<file path="config.mk">
export PLATFORM = sky130hd
export DESIGN_NAME = ccd_region_tagger
export DESIGN_NICKNAME = d
export VERILOG_FILES = /design/src/rtl/ccd_tag_pkg.sv /design/src/rtl/ccd_raster_cnt.sv /design/src/rtl/ccd_region_class.sv /design/src/rtl/ccd_dark_avg.sv /design/src/rtl/ccd_region_tagger.sv
export SDC_FILE = /design/constraint.sdc
export NUM_CORES = 1
export LEC_CHECK = 0
export ABC_AREA = 1
export BUFFER_PORTS_ARGS = -buffer_cell sky130_fd_sc_hd__buf_2
export CORE_MARGIN = 2
export CORE_UTILIZATION = 45
export DETAILED_ROUTE_END_ITERATION = 8
export PLACE_DENSITY = 0.64
export SLEW_MARGIN = 20
export SYNTH_ARGS = -nofsm -noshare
export SYNTH_HDL_FRONTEND = slang
export SYNTH_HIERARCHICAL = 1
export SYNTH_SLANG_ARGS = --single-unit
</file>
<file path="constraint.sdc">
create_clock -name clk -period 11.29 [get_ports clk]
set_clock_uncertainty 0.15 [all_clocks]
set_input_delay 1.6935 -clock clk [delete_from_list [all_inputs] [get_ports clk]]
set_output_delay 1.6935 -clock clk [all_outputs]
set_load 0.01 [all_outputs]
</file>
<file path="src/rtl/ccd_tag_pkg.sv">
// Shared region codes for the readout tagger.
package ccd_tag_pkg;
    typedef enum logic [2:0] {
        RG_NONE    = 3'd0,
        RG_DUMMY   = 3'd1,
        RG_DARK    = 3'd2,
        RG_BUFFER  = 3'd3,
        RG_ACTIVE  = 3'd4,
        RG_OVERCLK = 3'd5
    } region_e;
endpackage

</file>
<file path="src/rtl/ccd_raster_cnt.sv">
// Raster position tracker. Gives the column/row position of the sample
// on the inputs this cycle and flags lines cut short.
// Assumes line_start/frame_start are only meaningful together with pix_vld,
// and that frame_start implies a line start.
module ccd_raster_cnt #(
    parameter int HW        = 11,
    parameter int VW        = 11,
    parameter int LINE_REAL = 1095
) (
    input  logic          clk,
    input  logic          rst_n,
    input  logic          pix_vld,
    input  logic          line_start,
    input  logic          frame_start,
    output logic [HW-1:0] h_pos,
    output logic [VW-1:0] v_pos,
    output logic          short_err
);
    localparam logic [HW-1:0] HMAX = '1;
    localparam logic [VW-1:0] VMAX = '1;

    logic [HW-1:0] hcnt_q;
    logic [VW-1:0] vcnt_q;
    logic          line_seen_q;
    logic          ls;

    // Position of the current sample, derived from markers and counters.
    always_comb begin
        ls    = line_start | frame_start;
        h_pos = ls ? '0 : hcnt_q;
        if (frame_start)
            v_pos = '0;
        else if (ls)
            v_pos = (vcnt_q == VMAX) ? vcnt_q : vcnt_q + VW'(1);
        else
            v_pos = vcnt_q;
    end

    // Advance counters on valid samples only and latch the short-line flag.
    always_ff @(posedge clk) begin
        if (!rst_n) begin
            hcnt_q      <= '0;
            vcnt_q      <= '0;
            line_seen_q <= 1'b0;
            short_err   <= 1'b0;
        end else if (pix_vld) begin
            hcnt_q <= (h_pos == HMAX) ? h_pos : h_pos + HW'(1);
            vcnt_q <= v_pos;
            if (ls) begin
                line_seen_q <= 1'b1;
                if (line_seen_q && (hcnt_q < HW'(LINE_REAL)))
                    short_err <= 1'b1;
            end
        end
    end

    AST_ERR_STICKY: assert property (@(posedge clk) disable iff (!rst_n)
        $past(short_err) |-> short_err);

    AST_ROW_RESTART: assert property (@(posedge clk) disable iff (!rst_n)
        (pix_vld && frame_start) |=> (vcnt_q == '0));

    AST_IDLE_HOLD: assert property (@(posedge clk) disable iff (!rst_n)
        !pix_vld |=> $stable(hcnt_q) && $stable(vcnt_q));
endmodule

</file>
<file path="src/rtl/ccd_region_class.sv">
// Combinational region classifier. Maps a raster position to a region
// code, a dark-reference flag and effective-area coordinates.
// Assumes positions come from ccd_raster_cnt (column 0 = first dummy phase).
module ccd_region_class
    import ccd_tag_pkg::*;
#(
    parameter int HDUM       = 11,
    parameter int DARK_C     = 22,
    parameter int BUF_N      = 8,
    parameter int ACT_W      = 1024,
    parameter int DUMMY_R    = 1,
    parameter int DARK_R     = 12,
    parameter int ACT_H      = 1024,
    parameter int DARK_GUARD = 1,
    parameter int HW         = 11,
    parameter int VW         = 11,
    parameter int XW         = 11,
    parameter int YW         = 11
) (
    input  logic [HW-1:0] h_pos,
    input  logic [VW-1:0] v_pos,
    output region_e       tag,
    output logic          dark_ref,
    output logic [XW-1:0] img_x,
    output logic [YW-1:0] img_y
);
    localparam int TOT_C = 2 * (DARK_C + BUF_N) + ACT_W;
    localparam int PIX_R = 2 * (DARK_R + BUF_N) + ACT_H;

    int   hc, vr;
    logic hdum, over, vdum, darkc, darkr, effc, effr, actc, actr, centre;

    // Decode column and row bands, then pick the region by priority.
    always_comb begin
        hc     = int'(h_pos) - HDUM;
        vr     = int'(v_pos) - DUMMY_R;
        hdum   = hc < 0;
        over   = hc >= TOT_C;
        vdum   = (vr < 0) || (vr >= PIX_R);
        darkc  = (hc < DARK_C) || (hc >= TOT_C - DARK_C);
        darkr  = (vr < DARK_R) || (vr >= PIX_R - DARK_R);
        effc   = (hc >= DARK_C) && (hc < TOT_C - DARK_C);
        effr   = (vr >= DARK_R) && (vr < PIX_R - DARK_R);
        actc   = (hc >= DARK_C + BUF_N) && (hc < TOT_C - DARK_C - BUF_N);
        actr   = (vr >= DARK_R + BUF_N) && (vr < PIX_R - DARK_R - BUF_N);
        centre = ((hc >= DARK_GUARD) && (hc < DARK_C - DARK_GUARD)) ||
                 ((hc >= TOT_C - DARK_C + DARK_GUARD) && (hc < TOT_C - DARK_GUARD));

        if (over)
            tag = RG_OVERCLK;
        else if (hdum || vdum)
            tag = RG_DUMMY;
        else if (darkc || darkr)
            tag = RG_DARK;
        else if (actc && actr)
            tag = RG_ACTIVE;
        else
            tag = RG_BUFFER;

        dark_ref = !hdum && !over && darkc && centre && effr;

        if (effc && effr) begin
            img_x = XW'(hc - DARK_C + 1);
            img_y = YW'(vr - DARK_R + 1);
        end else begin
            img_x = '0;
            img_y = '0;
        end
    end
endmodule

</file>
<file path="src/rtl/ccd_dark_avg.sv">
// Per-frame dark level. Sums dark-reference samples and, on the next
// frame start, divides by the fixed reference count: a shift when the
// count is a power of two, otherwise a multiply by a rounded-up reciprocal
// wide enough to give the exact floor.
// Assumes at most NREF reference samples per frame.
module ccd_dark_avg #(
    parameter int DW   = 12,
    parameter int NREF = 41600
) (
    input  logic          clk,
    input  logic          rst_n,
    input  logic          pix_vld,
    input  logic          frame_start,
    input  logic          dark_ref,
    input  logic [DW-1:0] pix_data,
    output logic [DW-1:0] avg,
    output logic          avg_vld
);
    localparam int  LG    = $clog2(NREF);
    localparam int  SUM_W = DW + $clog2(NREF + 1);
    localparam bit  POW2  = (NREF & (NREF - 1)) == 0;
    localparam int  K     = DW + 2 * LG;
    localparam logic [63:0] RECIP = ((64'd1 << K) + 64'(NREF) - 64'd1) / 64'(NREF);
    localparam int  RW    = K - LG + 2;
    localparam int  PW    = SUM_W + RW;

    logic [SUM_W-1:0] sum_q;
    logic [DW-1:0]    avg_d;
    logic             frame_seen_q;

    generate
        if (POW2) begin : g_shift
            // Power-of-two count: plain shift.
            always_comb avg_d = DW'(sum_q >> LG);
        end else begin : g_recip
            // Other counts: multiply by reciprocal, keep the integer part.
            always_comb avg_d = DW'((PW'(sum_q) * PW'(RECIP)) >> K);
        end
    endgenerate

    // Accumulate reference samples; publish and restart at frame start.
    always_ff @(posedge clk) begin
        if (!rst_n) begin
            sum_q        <= '0;
            avg          <= '0;
            avg_vld      <= 1'b0;
            frame_seen_q <= 1'b0;
        end else begin
            avg_vld <= 1'b0;
            if (pix_vld && frame_start) begin
                if (frame_seen_q) begin
                    avg     <= avg_d;
                    avg_vld <= 1'b1;
                end
                frame_seen_q <= 1'b1;
                sum_q        <= dark_ref ? SUM_W'(pix_data) : '0;
            end else if (pix_vld && dark_ref) begin
                sum_q <= sum_q + SUM_W'(pix_data);
            end
        end
    end

    AST_AVG_HOLD: assert property (@(posedge clk) disable iff (!rst_n)
        !avg_vld |-> $stable(avg));
endmodule

</file>
<file path="src/rtl/ccd_region_tagger.sv">
// Top of the readout region tagger. Tracks the raster, classifies each
// valid sample and registers the result with a one-cycle latency; also
// publishes a per-frame dark level and a sticky short-line flag.
// Assumes markers accompany the first sample of a line or frame.
module ccd_region_tagger
    import ccd_tag_pkg::*;
#(
    parameter int DW         = 12,
    parameter int HDUM       = 11,
    parameter int DARK_C     = 22,
    parameter int BUF_N      = 8,
    parameter int ACT_W      = 1024,
    parameter int DUMMY_R    = 1,
    parameter int DARK_R     = 12,
    parameter int ACT_H      = 1024,
    parameter int DARK_GUARD = 1,
    localparam int EFF_W     = ACT_W + 2 * BUF_N,
    localparam int EFF_H     = ACT_H + 2 * BUF_N,
    localparam int XW        = $clog2(EFF_W + 1),
    localparam int YW        = $clog2(EFF_H + 1)
) (
    input  logic          clk,
    input  logic          rst_n,
    input  logic          pix_vld,
    input  logic          line_start,
    input  logic          frame_start,
    input  logic [DW-1:0] pix_data,
    output logic          out_vld,
    output logic [2:0]    out_tag,
    output logic [DW-1:0] out_data,
    output logic [XW-1:0] out_x,
    output logic [YW-1:0] out_y,
    output logic          out_dark_ref,
    output logic [DW-1:0] dark_avg,
    output logic          dark_avg_vld,
    output logic          line_short_err
);
    localparam int TOT_C     = 2 * (DARK_C + BUF_N) + ACT_W;
    localparam int VTOT      = 2 * (DUMMY_R + DARK_R + BUF_N) + ACT_H;
    localparam int LINE_REAL = HDUM + TOT_C;
    localparam int HW        = $clog2(LINE_REAL + 2);
    localparam int VW        = $clog2(VTOT + 2);
    localparam int NREF      = 2 * (DARK_C - 2 * DARK_GUARD) * EFF_H;

    logic [HW-1:0] h_pos;
    logic [VW-1:0] v_pos;
    region_e       tag_c;
    logic          ref_c;
    logic [XW-1:0] x_c;
    logic [YW-1:0] y_c;

    ccd_raster_cnt #(.HW(HW), .VW(VW), .LINE_REAL(LINE_REAL)) u_cnt (
        .clk(clk), .rst_n(rst_n), .pix_vld(pix_vld),
        .line_start(line_start), .frame_start(frame_start),
        .h_pos(h_pos), .v_pos(v_pos), .short_err(line_short_err)
    );

    ccd_region_class #(
        .HDUM(HDUM), .DARK_C(DARK_C), .BUF_N(BUF_N), .ACT_W(ACT_W),
        .DUMMY_R(DUMMY_R), .DARK_R(DARK_R), .ACT_H(ACT_H),
        .DARK_GUARD(DARK_GUARD), .HW(HW), .VW(VW), .XW(XW), .YW(YW)
    ) u_cls (
        .h_pos(h_pos), .v_pos(v_pos), .tag(tag_c), .dark_ref(ref_c),
        .img_x(x_c), .img_y(y_c)
    );

    ccd_dark_avg #(.DW(DW), .NREF(NREF)) u_avg (
        .clk(clk), .rst_n(rst_n), .pix_vld(pix_vld), .frame_start(frame_start),
        .dark_ref(ref_c), .pix_data(pix_data),
        .avg(dark_avg), .avg_vld(dark_avg_vld)
    );

    // Register the tagged sample; everything reads zero on idle cycles.
    always_ff @(posedge clk) begin
        if (!rst_n) begin
            out_vld      <= 1'b0;
            out_tag      <= RG_NONE;
            out_data     <= '0;
            out_x        <= '0;
            out_y        <= '0;
            out_dark_ref <= 1'b0;
        end else begin
            out_vld      <= pix_vld;
            out_tag      <= pix_vld ? tag_c : RG_NONE;
            out_data     <= pix_vld ? pix_data : '0;
            out_x        <= pix_vld ? x_c : '0;
            out_y        <= pix_vld ? y_c : '0;
            out_dark_ref <= pix_vld & ref_c;
        end
    end

    AST_IDLE_NO_TAG: assert property (@(posedge clk) disable iff (!rst_n)
        !out_vld |-> (out_tag == RG_NONE) && !out_dark_ref);

    AST_REF_IN_DARK: assert property (@(posedge clk) disable iff (!rst_n)
        out_dark_ref |-> (out_tag == RG_DARK));

    AST_COORD_OUTSIDE: assert property (@(posedge clk) disable iff (!rst_n)
        (out_tag == RG_DUMMY || out_tag == RG_OVERCLK) |-> (out_x == '0) && (out_y == '0));

    AST_AVG_WITH_SAMPLE: assert property (@(posedge clk) disable iff (!rst_n)
        dark_avg_vld |-> out_vld);
endmodule

</file>
==> impl_metrics.ini <==
[clock_tree]
ctsResizeCount = 0
htreeDepth = 3
clock_sinks = 105
cts_made_buffers = 9
hold_buffers = 0
cts_root_buf = clkbuf_16
cts_buffer_depth = 2
cts_tree = built
post_cts_buffers = 0
clk_latency_ps = 400
path_clk_slew_ps = 80

[power]
internal-power_mw = 0.8687
power_mw = 1.620
clkPwrFrac_pct = 22.6
p_leak_nw = 11.03
power_frac_seq_pct = 24.4
comb_power_share_pct = 53.0
p_sw_share_pct = 46.39
p_per_area_nw_per_um2 = 85.38
switchingPower_mw = 0.7517
ir_drop_v = 0.00008224

[route]
vias_per_cell = 4.856
dr.pass1.iters = 5
vias = 15067
postRouteAntennaNets = 0
wire_per_inst_um = 15.15
drc_errors = 0
wl_um = 47020
drtIter0Drc = 886

[setup_path]
crit_family = adder cells
critPathLaunchType = flop
endpoint_kind = flop
worst_path_max_delay_cell = fa_1
r2r-end = u_avg/avg[6]
crit_path_frequent_cell = fa_1
timing.critical_path.buf_inv = 5
cp_max_fo = 7
slowest_delay_ps = 610
crit_chain = ha_1 > fa_1 > inv_1 > fa_1 > fa_1 > fa_1 > inv_1 > fa_1 > inv_1 > fa_1 > inv_1 > ha_1 > nand2_1 > nor2_1 > nand2_2 > nor2_2 > nand3_1 > nor2_1 > nor2_1 > nand3_1 > nand3_1 > nand2_1 > inv_1
path_depth = 23
reg2reg_setup_slack_ps = 5070
rr_worst_depth = 23
crit_required_ps = 11430
cp_data_arrival_time_ps = 6360
r2r-start = u_avg/sum_q[11]
path_class = flop to flop

[cells_and_area]
num-fill-cells = 4003
area_delta_synth_final_pct = 6.613
drive_gt1_share_pct = 6.538
n_antenna_cell = 0
final_cell_mix = inv_1 (705), nand2_1 (569), ha_1 (249)
layout.nets = 3055
mostFrequentLayoutCell = inv_1

[placed_design]
place_ws_ps = 4664
hpwl_um = 41200
gp_congestion = 0.9557
portBuffers = 69

[floorplanning]
die_h_um = 202.9
die-area_um2 = 41170
ioPinCount = 70
start_util_pct = 45.85
die_w_um = 202.9
rows = 72
coreArea_um2 = 38830

[synthesis]
synth_ff_type = dfxtp_1
yosysWarnings = 6
synth_area_leader_cell = fa_1
yosysSeqAreaShare_pct = 11.81
synth_edf_count = 0
ys_async_sr_fraction_pct = 0
synthesis.area_um2 = 17800
synth.top_cells.by_area = fa_1 (24%), ha_1 (17%), inv_1 (15%), nand2_1 (12%), dfxtp_1 (12%)
synth_top_area_share_pct = 23.50
synth_area_per_cell_um2 = 7.062
synth_cell_types = 48
syn_nets = 2996
synth_cells = 2521
synth_seq_cells = 105

[sta]
tightest_slew_ps = 992.8
hold_viol = 0
worst_slack_ps = 5068
finalMaxSlewViolations = 0
period_minus_slack_ps = 6222
period_share_pct = 55.11
setup_tns_ps = 0
maxSlewHeadroom_pct = 33.58
rsz0062_at_grt = false
clock.fmax_mhz = 160.7
setup_viol = 0

[global_route]
antenna_found_initial = 0
grt_pass1_vias = 15031
grt_max_degree = 42
track_usage_pct = 24.02
grt_pass1_wl_um = 78050
grt_overflow = 0

[status]
status = completed

[run]
max-cap-violations = 0

[min_path]
hold_path_class = flop to flop
min_path_cells = 2
hold-path-endpoint = u_cnt/line_seen_q
hp-start = u_cnt/line_seen_q
power groups by stage:
stage | Clock [mW] | Combinational (mW) | Sequential (mW)
2_1_floorplan | 0 | 0.621 | 0.401
3_3_place_gp | 0 | 0.853 | 0.404
3_5_place_dp | 0 | 0.861 | 0.404
4_1_cts | 0.379 | 0.870 | 0.396
5_1_grt | 0.387 | 0.997 | 0.398
6_report | 0.365 | 0.859 | 0.396
sequential cells by signal, indices dropped and copies added, names as in the netlist, 3 cells and up:
register and count:
out_y 11, out_tag 3, out_x 11, u_cnt/vcnt_q 11, u_avg/avg 12, u_avg/sum_q 28
out_data 12, u_cnt/hcnt_q 11
how the worst max path moves through the flow:
stage                    start               to  slack (ps)
3_5_place_dp       frame_start  u_avg/sum_q[26]        4660
4_1_cts         u_avg/sum_q[6]     u_avg/avg[3]        5030
6_report       u_avg/sum_q[11]     u_avg/avg[6]        5070
5_1_grt            frame_start  u_avg/sum_q[26]        4450
3_3_place_gp       frame_start  u_avg/sum_q[22]        4830
2_1_floorplan   u_avg/sum_q[6]     u_avg/avg[0]        5790
Yosys cell counts, drive strengths merged, types with 2 or more instances:
| library cell | number |
|---|---|
| xor2 | 13 |
| or2 | 7 |
| nand2 | 590 |
| buf | 17 |
| dfxtp | 105 |
| nand3b | 5 |
| inv | 713 |
| nand4 | 32 |
| and2 | 3 |
| nand3 | 123 |
| a21oi | 95 |
| xnor2 | 10 |
| o21bai | 2 |
| o21ai | 56 |
| nor3 | 16 |
| nor2 | 242 |
| clkbuf | 7 |
| o211ai | 3 |
| o21a | 13 |
| fa | 209 |
| ha | 249 |
metal layers:
layer / wire length, um / share of wire [%] / global-route usage (%)
met5: 0 / 0 / 0
met4: 671 / 1.4 / 5.188
met3: 2067 / 4.4 / 3.355
met2: 22320 / 47 / 40.26
met1: 21970 / 47 / 32.99
final cells by class:
class	instances	area, um^2	area share [%]
Clock buffer	10	239.0	1.259
Clock inverter	6	83.83	0.4417
Inverter	714	2680	14.12
Multi-Input combinational cell	1678	12860	67.75
Sequential cell	105	2102	11.07
Tap cell	518	648.1	3.415
Timing Repair Buffer	72	367.9	1.938
per-stage QoR:
step	std cells	hold WS [ps]	util, %	cell area, um^2
after detailed placement	3087	302.4	48.05	18660
after CTS	3103	314.7	48.88	18980
after global routing	3103	336.7	48.89	18980
final	3103	309.8	48.89	18980
after global placement	3087	286.5	48.05	18660
after floorplan	2521	286.2	-	17800
kinds of logic (layout without fill, tap and decap cells):
group,Yosys count,after routing,synth area share (%)
simple gates,1021,1021,24.64
xor+xnor,23,23,1.131
fa+ha+maj,458,458,41.00
flops,105,105,11.81
buf+inv,738,802,15.99
compound gates,176,176,5.433
worst register-to-register path, delay by kind of cell (launching register included):
family | cells | cell delay [ps]
adder cells (fa/ha/maj) | 8 | 3950
AND/OR/NAND/NOR | 10 | 1170
buffers and inverters | 5 | 270
flip-flops | 1 | 600
Power figures use the tool's default switching activity.
